### src/rtl/tp_pkg.sv
package tp_pkg;

  typedef enum logic [1:0] {
    OP_HOLD  = 2'd0,
    OP_SHIFT = 2'd1,
    OP_SET   = 2'd2,
    OP_READ  = 2'd3
  } reg_op_e;

  typedef enum logic {
    SRC_FREQ = 1'b0,
    SRC_IVL  = 1'b1
  } tp_src_e;

  // Interval length in seconds for an interval code.
  function automatic int unsigned ivl_secs(input logic [1:0] sel);
    case (sel)
      2'd0:    return 1;
      2'd1:    return 10;
      2'd2:    return 30;
      default: return 60;
    endcase
  endfunction

  // Interval length in 64 Hz ticks (scaled by ticks per second).
  function automatic int unsigned ivl_period(input logic [1:0] sel,
                                             input int unsigned tps);
    return tps * ivl_secs(sel);
  endfunction

  // log2 of the output frequency for a frequency code.
  function automatic int unsigned freq_log2(input logic [1:0] sel);
    case (sel)
      2'd0:    return 6;
      2'd1:    return 8;
      2'd2:    return 11;
      default: return 12;
    endcase
  endfunction

  // Prescaler bit whose level is a square wave of 2^flog2 Hz.
  function automatic int unsigned tap_for_log2(input int unsigned flog2,
                                               input int unsigned osc_log2);
    return osc_log2 - 1 - flog2;
  endfunction

endpackage

### src/rtl/tp_prescaler.sv
module tp_prescaler #(
  parameter int unsigned OSC_LOG2 = 15,
  parameter int unsigned DIV_W    = OSC_LOG2 - 5
) (
  input  logic             clk,
  input  logic             rst_n,
  input  logic             osc_tick,
  output logic [DIV_W-1:0] div_q,
  output logic             tick64
);
  localparam int unsigned SUB_W = OSC_LOG2 - 6;

  assign tick64 = osc_tick && (&div_q[SUB_W-1:0]);

  always_ff @(posedge clk or negedge rst_n) begin
    if (!rst_n)        div_q <= '0;
    else if (osc_tick) div_q <= div_q + 1'b1;
  end
endmodule

### src/rtl/tp_interval.sv
module tp_interval
  import tp_pkg::*;
#(
  parameter int unsigned TICKS_PER_SEC = 64,
  parameter int unsigned CNT_W         = $clog2(TICKS_PER_SEC * 60 + 1)
) (
  input  logic             clk,
  input  logic             rst_n,
  input  logic             tick64,
  input  logic             cmd_ivl,
  input  logic [1:0]       ivl_sel,
  input  logic             cmd_flag_clr,
  input  logic             cmd_run,
  input  logic             cmd_stop,
  output logic [CNT_W-1:0] cnt_q,
  output logic             flag_q,
  output logic             run_q,
  output logic             ivl_half,
  output logic             ivl_wrap
);
  logic [1:0]       sel_q;
  logic [CNT_W-1:0] period;
  logic [CNT_W-1:0] half;
  logic [CNT_W-1:0] cnt_nx;
  logic             step;
  logic             flag_nx;

  assign period = CNT_W'(ivl_period(sel_q, TICKS_PER_SEC));
  assign half   = period >> 1;
  assign cnt_nx = cnt_q + 1'b1;
  assign step   = run_q && tick64 && !cmd_ivl;

  assign ivl_half = step && (cnt_nx == half);
  assign ivl_wrap = step && (cnt_nx == period);

  always_comb begin
    flag_nx = flag_q;
    if (ivl_wrap)      flag_nx = 1'b1;
    else if (ivl_half) flag_nx = 1'b0;
    if (cmd_flag_clr)  flag_nx = 1'b0;
  end

  always_ff @(posedge clk or negedge rst_n) begin
    if (!rst_n) begin
      sel_q  <= '0;
      cnt_q  <= '0;
      flag_q <= 1'b0;
      run_q  <= 1'b0;
    end else if (cmd_ivl) begin
      sel_q  <= ivl_sel;
      cnt_q  <= '0;
      flag_q <= 1'b0;
      run_q  <= 1'b1;
    end else begin
      if (step) cnt_q <= ivl_wrap ? '0 : cnt_nx;
      flag_q <= flag_nx;
      if (cmd_stop)     run_q <= 1'b0;
      else if (cmd_run) run_q <= 1'b1;
    end
  end
endmodule

### src/rtl/tp_out_select.sv
module tp_out_select
  import tp_pkg::*;
#(
  parameter int unsigned OSC_LOG2 = 15,
  parameter int unsigned DIV_W    = OSC_LOG2 - 5
) (
  input  logic             clk,
  input  logic             rst_n,
  input  logic             cmd_freq,
  input  logic [1:0]       freq_sel,
  input  logic             cmd_ivl,
  input  logic [DIV_W-1:0] div_q,
  input  logic             flag_q,
  input  logic             test_active,
  input  logic [1:0]       reg_op,
  output logic             tp_n
);
  localparam int unsigned TAP_64 = tap_for_log2(6, OSC_LOG2);
  localparam int unsigned TAP_32 = tap_for_log2(5, OSC_LOG2);

  tp_src_e    src_q;
  logic [1:0] fsel_q;
  logic       freq_wave;

  always_ff @(posedge clk or negedge rst_n) begin
    if (!rst_n) begin
      src_q  <= SRC_FREQ;
      fsel_q <= '0;
    end else if (cmd_ivl) begin
      src_q  <= SRC_IVL;
    end else if (cmd_freq) begin
      src_q  <= SRC_FREQ;
      fsel_q <= freq_sel;
    end
  end

  assign freq_wave = div_q[tap_for_log2(freq_log2(fsel_q), OSC_LOG2)];

  always_comb begin
    if (test_active) begin
      case (reg_op_e'(reg_op))
        OP_HOLD: tp_n = div_q[TAP_64];
        OP_SET:  tp_n = 1'b0;
        default: tp_n = div_q[TAP_32];
      endcase
    end else if (src_q == SRC_IVL) begin
      tp_n = ~flag_q;
    end else begin
      tp_n = freq_wave;
    end
  end
endmodule

### src/rtl/tp_pulse_gen.sv
module tp_pulse_gen #(
  parameter int unsigned OSC_LOG2      = 15,
  parameter int unsigned TICKS_PER_SEC = 64
) (
  input  logic       clk,
  input  logic       rst_n,
  input  logic       osc_tick,
  input  logic       cmd_freq,
  input  logic [1:0] freq_sel,
  input  logic       cmd_ivl,
  input  logic [1:0] ivl_sel,
  input  logic       cmd_flag_clr,
  input  logic       cmd_run,
  input  logic       cmd_stop,
  input  logic       test_active,
  input  logic [1:0] reg_op,
  output logic       tp_n
);
  localparam int unsigned DIV_W     = OSC_LOG2 - 5;
  localparam int unsigned MAX_TICKS = TICKS_PER_SEC * 60;
  localparam int unsigned CNT_W     = $clog2(MAX_TICKS + 1);

  logic [DIV_W-1:0] div_q;
  logic             tick64;
  logic [CNT_W-1:0] ivl_cnt;
  logic             ivl_flag;
  logic             ivl_run;
  logic             ivl_half;
  logic             ivl_wrap;

  tp_prescaler #(.OSC_LOG2(OSC_LOG2), .DIV_W(DIV_W)) u_pre (
    .clk(clk), .rst_n(rst_n), .osc_tick(osc_tick),
    .div_q(div_q), .tick64(tick64)
  );

  tp_interval #(.TICKS_PER_SEC(TICKS_PER_SEC), .CNT_W(CNT_W)) u_ivl (
    .clk(clk), .rst_n(rst_n), .tick64(tick64),
    .cmd_ivl(cmd_ivl), .ivl_sel(ivl_sel), .cmd_flag_clr(cmd_flag_clr),
    .cmd_run(cmd_run), .cmd_stop(cmd_stop),
    .cnt_q(ivl_cnt), .flag_q(ivl_flag), .run_q(ivl_run),
    .ivl_half(ivl_half), .ivl_wrap(ivl_wrap)
  );

  tp_out_select #(.OSC_LOG2(OSC_LOG2), .DIV_W(DIV_W)) u_out (
    .clk(clk), .rst_n(rst_n), .cmd_freq(cmd_freq), .freq_sel(freq_sel),
    .cmd_ivl(cmd_ivl), .div_q(div_q), .flag_q(ivl_flag),
    .test_active(test_active), .reg_op(reg_op), .tp_n(tp_n)
  );
endmodule

### config.mk
export PLATFORM = sky130hd
export DESIGN_NAME = tp_pulse_gen
export DESIGN_NICKNAME = d
export VERILOG_FILES = /design/src/rtl/tp_pkg.sv /design/src/rtl/tp_prescaler.sv /design/src/rtl/tp_interval.sv /design/src/rtl/tp_out_select.sv /design/src/rtl/tp_pulse_gen.sv
export SDC_FILE = /design/constraint.sdc
export NUM_CORES = 1
export LEC_CHECK = 0
export BUFFER_PORTS_ARGS = -buffer_cell sky130_fd_sc_hd__buf_2
export CORE_UTILIZATION = 55
export DETAILED_ROUTE_END_ITERATION = 10
export PLACE_DENSITY = 0.74
export RECOVER_POWER = 25
export SETUP_SLACK_MARGIN = 0.3
export SYNTH_ARGS = -nofsm -noshare
export SYNTH_HDL_FRONTEND = slang
export SYNTH_SLANG_ARGS = --single-unit
export TNS_END_PERCENT = 5
### constraint.sdc
create_clock -name clk -period 3.7 [get_ports clk]
set_input_delay 0.37 -clock clk [delete_from_list [all_inputs] [get_ports clk]]
set_output_delay 0.37 -clock clk [all_outputs]
set_load 0.03 [all_outputs]
# == Yosys cells after proc, flatten, opt, wreduce, memory -nomap -nowiden ==
# Index checks and enable logic that the tools add are counted.
# totals
regBits,29
latchBits,0
mem_bits_rw,0
romBits,0
input_bits,15
word_cells,54
mem_count,0
# classes
n_addsub,3
multipliers,0
div_mod_pow,0
magnitude_cmp,1
n_eq_ne,7
n_shift,0
n_mux,19
bitwise_logic,2
n_reduce_logical,15
# ops
op,count
$mux W12,3
$lt A32 B5 Y1 const B,1
$pmux W6 S3,1
$add A12 B1 Y12 const B,1
$eq A12 B11 Y1,1
$eq A12 B12 Y1,1
$mux W1,12
$pmux W4 S3,1
$add A10 B1 Y10 const B,1
$reduce_and A9 Y1,1
$eq A2 B2 Y1 const B,3
$logic_not A2 Y1,3
$logic_and A1 B1 Y1,5
$sub A4 B4 Y5 const A,1
$bmux W1 S4,1
$eq A2 B1 Y1 const B,2
$reduce_bool A2 Y1,2
$reduce_bool A4 Y1,1
$reduce_bool A3 Y1,1
$not A1 Y1,2
$pmux W1 S2,1
$reduce_and A2 Y1,1
$logic_not A1 Y1,1

# == Logic depth before layout (Yosys ltp) ==
# Gate-level depths: netlist (run 1).
# logic_depth
ltp_word,9
mapped_depth,9
mapped_depth_nobuf,9

# == By module ==
# Synthesis (run 1) repeated with hierarchy kept, for this count alone.
# hier_totals
cells_unflattened,194
area_unflattened_um2,1860.5
# by_module_without_submodules
module,n_inst,cells_each,area_per_inst_um2
tp_interval,1,141,1207.4
tp_prescaler,1,38,478.0
tp_out_select,1,15,175.2

# == Worst setup path before layout (run 1) ==
# No wires, ideal clock.
# synth_path
kind,reg2reg
start,register u_pre.div_q[0]
end,register u_ivl.flag_q
arrival_time_ns,2.220
t_required_ns,3.578
path_slack_ns,1.358
path_stages_with_launch,10
synth_period_minus_slack_ns,2.342
path_cell_list,dfrtp_1 ha_1 nand2_1 nor2_1 ha_1 nand3_1 or4_1 a2111oi_0 o221ai_1 a32o_1
# synth_between
elab_chain_len,8
word_cells_on_any_way,10
cone_classes,mux (3); reduce/logical (7)
# synth_rtl
element,line,source
start: declaration,tp_prescaler.sv:8,"output logic [DIV_W-1:0] div_q,"
start signal: assignment,tp_prescaler.sv:17,else if (osc_tick) div_q <= div_q + 1'b1;
$reduce_and A9 Y1 (*),tp_prescaler.sv:13,assign tick64 = osc_tick && (&div_q[SUB_W-1:0]);
$logic_and A1 B1 Y1 (*),tp_prescaler.sv:13,
$logic_and A1 B1 Y1 (*) (2 in a row),tp_interval.sv:31,assign step = run_q && tick64 && !cmd_ivl;
$logic_and A1 B1 Y1,tp_interval.sv:34,assign ivl_wrap = step && (cnt_nx == period);
$mux W1,tp_interval.sv:38,if (ivl_wrap) flag_nx = 1'b1;
$mux W1,tp_interval.sv:40,if (cmd_flag_clr) flag_nx = 1'b0;
$mux W1,tp_interval.sv:49,end else if (cmd_ivl) begin
end signal: assignment,tp_interval.sv:56,flag_q <= flag_nx;
end: declaration,tp_interval.sv:16,"output logic flag_q,"
# Every way passes the cells marked *; elsewhere a longest branch is shown, timed or not.
# A chain may end at the register's enable or synchronous reset.

# == Worst setup path in the final report (run 1) ==
# layout_path
start,register u_pre.div_q[3]
end,register u_ivl.flag_q
# Same word-level chain as after synthesis.

==> flow_summary.yaml, run 1 <==
run_status:
  violations: "max-capacitance violations, max-slew violations"
  status: "complete, but fails checks"
logic_synthesis:
  syn_inst: 202
  synth-edff-count: 0
  seq_area_frac_synth: 0.388
  synth.most_common_cell: "dfrtp_1"
  synth.distinct_cells: 44
  synth_area_um2: 1870
  synthesis.nets: 223
  async_flop_share: 1.00
  synth.top_cell.area_share: 0.388
  postSynthAreaPerCell_um2: 9.25
  synth.top_cells.by_area: "dfrtp_1 39%, xnor2_1 7.0%, xor2_1 4.2%"
  yosys-top-cells-count: "29 x dfrtp_1, 15 x nor2_1, 15 x xnor2_1, 14 x nand2_1, 13 x nand3_1"
  ys_ff_latch: 29
  dominantRegCellSynth: "dfrtp_1"
  ys_warn_count: 0
  synth_top_cell_by_area: "dfrtp_1"
routing:
  drt_iter0_drc: 94
  met2_length_mm: 1.92
  vias: 1541
  routed_wl_mm: 4.00
  drc: 0
  viasPerCell: 6.04
  drtPass1Iterations: 4
  wl_per_cell_um: 15.7
  drtAntennaViolNets: 0
  route.met3.wl_um: 266
  wirelength_met1_mm: 1.77
  top_layer_used: "met4"
power:
  p_leak_nw: 0.848
  peakVddDrop_mv: 0.316
  p_per_area_nw_per_um2: 367
cts:
  root_buffer: "clkbuf_4"
  htreeDepth: 2
  ctsResizeCount: 0
  cts_num_sinks: 29
  cts_hold_buf: 0
  cts_buffer_depth: 2
  clkTransAtPathRegs_ns: 0.09
  tritoncts: "done"
  numCtsBuffers: 5
  postCtsSetupBuffers: 0
  clk-insertion-delay-late_ns: 0.32
critical_path:
  r2r_cells: 10
  rrSetupSlack_ns: 0.89
  worst-endpoint-required_ns: 3.92
  critPathMaxFanout: 21
  arrival_ns: 3.03
  cp-start-kind: "register"
  path_class: "register to register"
  end_kind: "register"
cells_and_area:
  final_area_um2: 1990
  syn2layout_area_growth_pct: 6.76
  diodes: 0
  drive_above_1_share: 0.161
  fin_nets: 233
sta:
  min_period_over_period: 0.759
  max_freq_mhz: 356
  maxSlewViolCount: 30
  setup_tns_ns: 0
  skew_ns: 0.00686
  rsz0062_at_grt: "no"
  fin_crit_ns: 2.81
  hold_viol: 0
  worst_slew_pin_slew_ns: 1.56
  setup_viol: 0
  maxSlewHeadroom: -0.0433
placed_design:
  dp_hpwl_mm: 2.88
  placed_area_um2: 1950
  port_buffers: 15
  place_congestion: 0.857
min_path:
  holdPathStages: 2
  min_path_type: "input port to register"
floorplanning:
  initial_core_util: 0.597
  core_um2: 3130
  rows: 20
  die_area_um2: 3630
  dieWidth_um: 60.3
  fp.dieH_um: 60.3
  num_io_pins: 16
global_routing:
  grt_max_degree: 30
  grtUsageTotal: 0.251
  grt_pass1_vias: 1453
  grt_pass1_wl_mm: 6.58
  antenna_found_initial: 0
  grt_overflow_total: 0
job:
  max_cap_violations: 1
## through the flow
| step | setup slack (ns) | utilization | hold slack [ns] | total power, mW | cells |
|---|---|---|---|---|---|
| after floorplan | 1.36 | - | 0.0744 | 0.512 | 202 |
| after global placement | 1.09 | 0.624 | 0.427 | 0.545 | 249 |
| after detailed placement | 0.910 | 0.624 | 0.437 | 0.565 | 249 |
| after CTS | 0.889 | 0.638 | 0.0836 | 0.734 | 255 |
| after global routing | 0.676 | 0.638 | 0.242 | 0.770 | 255 |
| final | 0.892 | 0.638 | 0.238 | 0.733 | 255 |
## registers in the layout, summed over array words and instances (netlist names)
signal        flops
u_ivl.cnt_q      12
u_ivl.flag_q      1
u_ivl.run_q       1
u_ivl.sel_q       2
u_out.fsel_q      2
u_out.src_q       1
u_pre.div_q      10
## where the power goes
part / internal (mW) / total [mW] / switching, mW
combinational: 0.0750 / 0.150 / 0.0754
sequential: 0.361 / 0.411 / 0.0502
clock: 0.0657 / 0.171 / 0.105
## cell type report
type / instances / area (µm²)
clock buffers: 5 / 37.5
clock inverters: 1 / 5.00
fillers: 266 / 1130
inverters: 6 / 22.5
multi-input cells: 154 / 1070
flip-flops and latches: 29 / 726
well taps: 44 / 55.1
repair buffers: 16 / 81.3
## metal layers
layer | track usage | up-vias
met5 | 0 | -
met4 | 0.0831 | 0
met3 | 0.0628 | 4
met2 | 0.400 | 57
met1 | 0.331 | 739
li1 | - | 741
## placed cells by master (no fill, tap or decap), types with 3 or more instances in the layout
cell type / instances
dfrtp_1: 29
nor2_1: 15
xnor2_1: 15
nand2_1: 14
buf_2: 14
nand3_1: 13
o21ai_0: 10
xor2_1: 9
nor3_1: 7
and3_1: 6
inv_1: 6
a21oi_1: 6
nand4_1: 6
ha_1: 6
clkbuf_4: 5
mux2_2: 4
o31ai_1: 4
o22ai_1: 3
nor2b_1: 3
or3_1: 3
o21ai_1: 3
## worst paths after layout
path | startpoint | end
max | u_pre.div_q[3] | u_ivl.flag_q
min | cmd_stop | u_ivl.run_q
max reg2reg | u_pre.div_q[3] | u_ivl.flag_q
min reg2reg | u_pre.div_q[9] | u_pre.div_q[9]
max in group asynchronous | rst_n | u_ivl.cnt_q[5]
min in group asynchronous | rst_n | u_ivl.sel_q[0]
## cells by family (layout without fill, tap and decap cells)
logic type,count (synthesis),count (layout),synth area share
simple gates,81,81,0.244
flops,29,29,0.388
fa+ha+maj,6,6,0.0402
compound gates,35,35,0.115
mux,7,7,0.0469
buf+inv,19,28,0.0402
xor+xnor,25,25,0.125
## worst max-delay path: stages, from the launching register on
cell and delay (ns):
dfrtp_1 0.46, and3_1 0.21, nand3_1 0.09, nor2_1 0.12
ha_1 0.18, nand3_1 0.07, buf_4 0.21, or4_1 0.50
a2111oi_0 0.39, o221ai_1 0.19, a32o_1 0.28
Power figures use the tool's default switching activity.
==> run 2: changes to the inputs <==
CORE_UTILIZATION = 53   (was 55)
PLACE_DENSITY = 0.75   (was 0.74)
clock period = 2.3 ns   (was 3.7 ns; I/O delays follow)
==> flow_summary.yaml, run 2 (same netlist as run 1, synthesis figures left out) <==
run_status:
  status: "complete, but fails checks"
  violations: "max-capacitance violations, max-slew violations"
min_path:
  min_path_type: "input port to register"
critical_path:
  worst-endpoint-required_ns: 2.48
  cp-start-kind: "register"
  end_kind: "register"
  arrival_ns: 2.44
  path_class: "register to register"
  critPathMaxFanout: 9
cells_and_area:
  fillers: 287
  final_area_um2: 2270
  regMostFlops: "u_ivl.cnt_q"
  multi_input_area_um2: 1160
  fin_nets: 252
  layout.cells.non_filler: 278
  drive_above_1_share: 0.302
  syn2layout_area_growth_pct: 21.8
  diodes: 0
  final_util: 0.676
  final_cell_mix: "26 x dfrtp_1, 18 x buf_4, 15 x xnor2_1"
  largest_registers: "u_ivl.cnt_q x12, u_pre.div_q x10"
  ff_latch_area_um2: 729
  final_common_cell: "dfrtp_1"
  largest_reg_flops: 12
placed_design:
  placed_area_um2: 2070
  dp_cells: 264
  dp_hpwl_mm: 3.07
  port_buffers: 15
  place_congestion: 0.928
cts:
  tritoncts: "done"
  clkTransAtPathRegs_ns: 0.10
  numCtsBuffers: 5
  root_buffer: "clkbuf_4"
  cts_num_sinks: 29
  clk-insertion-delay-late_ns: 0.34
  cts_buffer_depth: 2
  htreeDepth: 2
sta:
  min_period_over_period: 0.985
  skew_ns: 0.0125
  whs_ns: 0.0900
  hold_viol: 0
  maxSlewHeadroom: -0.0289
  max_freq_mhz: 441
  fin_crit_ns: 2.27
  worst_slew_pin_slew_ns: 1.54
  setup_viol: 0
  maxSlewViolCount: 30
  rsz0062_at_grt: "yes"
floorplanning:
  initial_core_util: 0.555
  dieWidth_um: 61.4
  rows: 21
  num_io_pins: 16
  core_um2: 3360
  die_area_um2: 3770
  fp.dieH_um: 61.4
routing:
  drtAntennaViolNets: 0
  drt_iter0_drc: 79
  viasPerCell: 5.81
  wl_per_cell_um: 15.7
  drc: 0
  vias: 1615
  drtPass1Iterations: 4
  routed_wl_mm: 4.36
global_routing:
  grt_overflow_total: 0
  grt_pass1_wl_mm: 7.15
  grt_pass1_vias: 1595
  grt_max_degree: 30
  antenna_found_initial: 0
  grtUsageTotal: 0.267
power:
  p_leak_nw: 0.949
  peakVddDrop_mv: 0.433
  p_per_area_nw_per_um2: 643
job:
  max_cap_violations: 1
run 2: worst paths after layout:
path,slack (ns),cells past startpoint,to,from
max in group asynchronous,0.49,2,u_ivl.cnt_q[0],rst_n
hold / removal,0.09,2,u_out.src_q,cmd_freq
setup / recovery,0.03,8,u_ivl.cnt_q[7],u_ivl.cnt_q[0]
setup reg to reg,0.03,8,u_ivl.cnt_q[7],u_ivl.cnt_q[0]
min in group asynchronous,0.80,2,u_ivl.cnt_q[6],rst_n
hold reg to reg,0.50,1,u_pre.div_q[9],u_pre.div_q[9]
run 2: final cells by class:
class | count | area share
Multi-Input combinational cell | 154 | 0.510
Tap cell | 46 | 0.0253
Clock buffer | 7 | 0.0242
Timing Repair Buffer | 35 | 0.0968
Clock inverter | 1 | 0.0132
Inverter | 6 | 0.00990
Sequential cell | 29 | 0.321
run 2: what timing repair did:
action | in CTS | in global routing
buffers inserted | 5 | 0
endpoints found under the hold margin | 29 | 0
pin swaps | 5 | 2
hold buffers | 1 | 0
setup endpoints to repair | 10 | 10
resized for setup | 7 | 14
run 2: metal layers:
metal / up-vias / part of all wire / track usage
met5: - / 0 / 0
met4: 0 / 0.034 / 0.130
met3: 18 / 0.040 / 0.0672
met2: 38 / 0.51 / 0.457
met1: 782 / 0.41 / 0.314
li1: 777 / - / -
run 2: per-stage QoR:
step                power, mW  setup slack [ns]  setup TNS [ns]
floorplan               0.828            0.0245               0
global placement        0.966            0.0405               0
detailed placement      0.990           -0.0257         -0.0257
CTS                      1.47            0.0388               0
global route             1.53           -0.0799          -0.410
finish                   1.46            0.0334               0
run 2: critical path, stage by stage (launching register included):
cell	delay (ns)
dfrtp_2	0.42
ha_2	0.22
nand4_1	0.20
or2_2	0.37
o22ai_1	0.21
o22ai_2	0.13
nor4b_4	0.26
buf_4	0.22
o31ai_1	0.09
run 2: where the power goes:
part	switching, mW	leakage [nW]	internal [mW]
registers	0.0421	0.373	0.580
logic	0.191	0.530	0.213
clock network	0.177	0.0455	0.259
total	0.410	0.949	1.05
==> run 3: changes to the inputs <==
ABC_AREA = 1   (was unset)
==> flow_summary.yaml, run 3 <==
routing:
  viasPerCell: 5.32
  drc: 0
  drt_iter0_drc: 137
  drtPass1Iterations: 5
  drtAntennaViolNets: 0
  routed_wl_mm: 4.04
  wl_per_cell_um: 12.3
  vias: 1744
logic_synthesis:
  ys_ff_latch: 29
  synth_area_um2: 1850
  yosys-top-cells-count: "77 x nand2_1, 32 x inv_1, 31 x nand3_1, 29 x dfrtp_1, 24 x nor2_1"
  synth.distinct_cells: 26
  seq_area_frac_synth: 0.393
  postSynthAreaPerCell_um2: 7.19
  synthesis.nets: 278
  synth.most_common_cell: "nand2_1"
  synth_top_cell_by_area: "dfrtp_1"
  synth-edff-count: 0
  ys_warn_count: 0
  synth.top_cells.by_area: "dfrtp_1 39%, nand2_1 16%, nand3_1 8.4%"
  dominantRegCellSynth: "dfrtp_1"
  synth.top_cell.area_share: 0.393
  syn_inst: 257
  async_flop_share: 1.00
cells_and_area:
  final_common_cell: "nand2_1"
  multi_input_area_um2: 1020
  final_cell_mix: "76 x nand2_1, 32 x inv_1, 31 x nand3_1"
  fillers: 315
  largest_reg_flops: 12
  drive_above_1_share: 0.149
  diodes: 0
  final_area_um2: 2070
  syn2layout_area_growth_pct: 12.0
  fin_nets: 302
  ff_latch_area_um2: 726
  largest_registers: "u_ivl.cnt_q x12, u_pre.div_q x10"
  regMostFlops: "u_ivl.cnt_q"
cts:
  clkTransAtPathRegs_ns: 0.10
  root_buffer: "clkbuf_4"
  clk-insertion-delay-late_ns: 0.33
  cts_buffer_depth: 2
  numCtsBuffers: 5
  tritoncts: "done"
  cts_num_sinks: 29
  htreeDepth: 2
floorplanning:
  die_area_um2: 3730
  core_um2: 3340
  initial_core_util: 0.554
  dieWidth_um: 61.1
  num_io_pins: 16
  rows: 21
  fp.dieH_um: 61.1
min_path:
  min_path_type: "input port to register"
  min_from: "cmd_stop"
  holdPathStages: 2
  holdPathEnd: "u_ivl.run_q"
global_routing:
  antenna_found_initial: 0
  grt_use_met1: 0.330
  grt_busiest_layer: "met2"
  use_met3: 0.0504
  grt_pass1_wl_mm: 6.29
  grtUsageTotal: 0.235
  grt_pass1_vias: 1446
  grt_max_degree: 30
  grt_overflow_total: 0
  use_met2: 0.349
sta:
  worst_slew_pin_slew_ns: 1.57
  min_period_over_period: 0.824
  hold_viol: 0
  fin_crit_ns: 1.89
  maxSlewHeadroom: -0.0475
  skew_ns: 0.0186
  setup_tns_ns: 0
  maxSlewViolCount: 30
  rsz0062_at_grt: "yes"
  max_freq_mhz: 528
  setup_viol: 0
run_status:
  status: "complete, but fails checks"
  violations: "max-capacitance violations, max-slew violations"
power:
  p_leak_nw: 1.01
  total_power_mw: 1.21
  comb_power_share: 0.218
  peakVddDrop_mv: 0.537
  p_per_area_nw_per_um2: 583
  intPower_mw: 0.817
  p_seq_frac: 0.540
  p_switching_mw: 0.390
  swShare: 0.323
  clockPowerShare: 0.241
critical_path:
  critPathSlowestCell: "dfrtp_1"
  rrSetupSlack_ns: 0.41
  reg2reg_to: "u_ivl.flag_q"
  arrival_ns: 2.12
  cp-start-kind: "register"
  end_kind: "register"
  worst_path_largest_cell_delay_ns: 0.38
  r2r-start: "u_pre.div_q[0]"
  worst-endpoint-required_ns: 2.53
  path_cells: "ha_1 -> nand4_1 -> nor2_1 -> ha_1 -> nand3_1 -> nor2_2 -> nand3_1 -> nor2_1 -> nand2_1 -> nor2_1 -> nand3_1 -> nand2_1 -> a21oi_1"
  path_class: "register to register"
  startpoint: "u_pre.div_q[0]"
  r2r_cells: 13
  critPathMaxFanout: 3
placed_design:
  port_buffers: 15
  place_congestion: 0.879
  placed_area_um2: 1980
  dp_hpwl_mm: 3.02
job:
  max_cap_violations: 1
==> run 3: changes by cell type in the layout (fill, tap and decap cells not counted), moves of 5 or more <==
cell     previous run  this run
nor2_1             13        24
nor3_1              7         2
nand3_1            11        31
and3_1              6         1
nand2_1            14        76
xnor2_1            15         2
nand2_2             0         5
inv_1               4        32
buf_4              18         1
==> run 3: timing repair <==
item                                    in CTS  in global routing
hold endpoints to repair                    29                  0
resized for setup                            0                  5
buffers inserted                             0                  1
hold buffers                                 1                  0
endpoints found under the setup margin       0                  9
==> run 3: through the flow <==
step                setup slack [ns]   util  hold WS [ns]  instances
finish                         0.405  0.620        0.0789        328
global route                   0.238  0.620        0.0794        328
CTS                            0.337  0.613        0.0770        327
detailed placement             0.353  0.594         0.295        318
global placement               0.367  0.594         0.299        318
floorplan                      0.542      -       -0.0656        257
==> run 3: cell families (layout without fill, tap and decap cells) <==
group,count (synthesis),after routing,share of synthesized area
compound gates,24,24,0.0697
xor+xnor,7,7,0.0332
mux,2,2,0.0122
flops,29,29,0.393
fa+ha+maj,6,6,0.0406
simple gates,156,156,0.384
buf+inv,33,58,0.0677
==> run 3: worst max-delay path by stage <==
stage	slack (ns)	endpoint	cells past startpoint
after floorplan	0.54	u_ivl.flag_q	13
after global placement	0.37	u_ivl.cnt_q[11]	12
after detailed placement	0.35	u_ivl.cnt_q[7]	13
after CTS	0.34	u_ivl.cnt_q[0]	13
after global routing	0.24	u_ivl.cnt_q[11]	2
final	0.41	u_ivl.flag_q	13
==> run 3: final cells by class <==
cell class,instances,share of cell area
timing repair buffer,18,0.0478
clock buffer,6,0.0200
inverter,32,0.0580
clock inverter,2,0.00484
tap,46,0.0278
sequential,29,0.351
multi-input combinational,195,0.491
==> run 3: power by group through the flow <==
stage,clock (mW),sequential (mW),combinational [mW]
finish,0.291,0.653,0.264
detailed placement,0,0.662,0.247
floorplan,0,0.647,0.183
global route,0.326,0.663,0.301
CTS,0.301,0.652,0.251
global placement,0,0.661,0.241
==> run 3: worst max-delay path: cells and delay by family (launching register included) <==
family / cells / cell delay, ns
flops: 1 / 0.38
fa+ha+maj: 2 / 0.34
simple gates: 10 / 1.01
compound gates: 1 / 0.06
==> run 3: per-layer routing <==
layer  vias up  wire length, µm
li1        881                -
met4         0               73
met1       798             1980
met2        55             1800
met5         -                0
met3        10              188
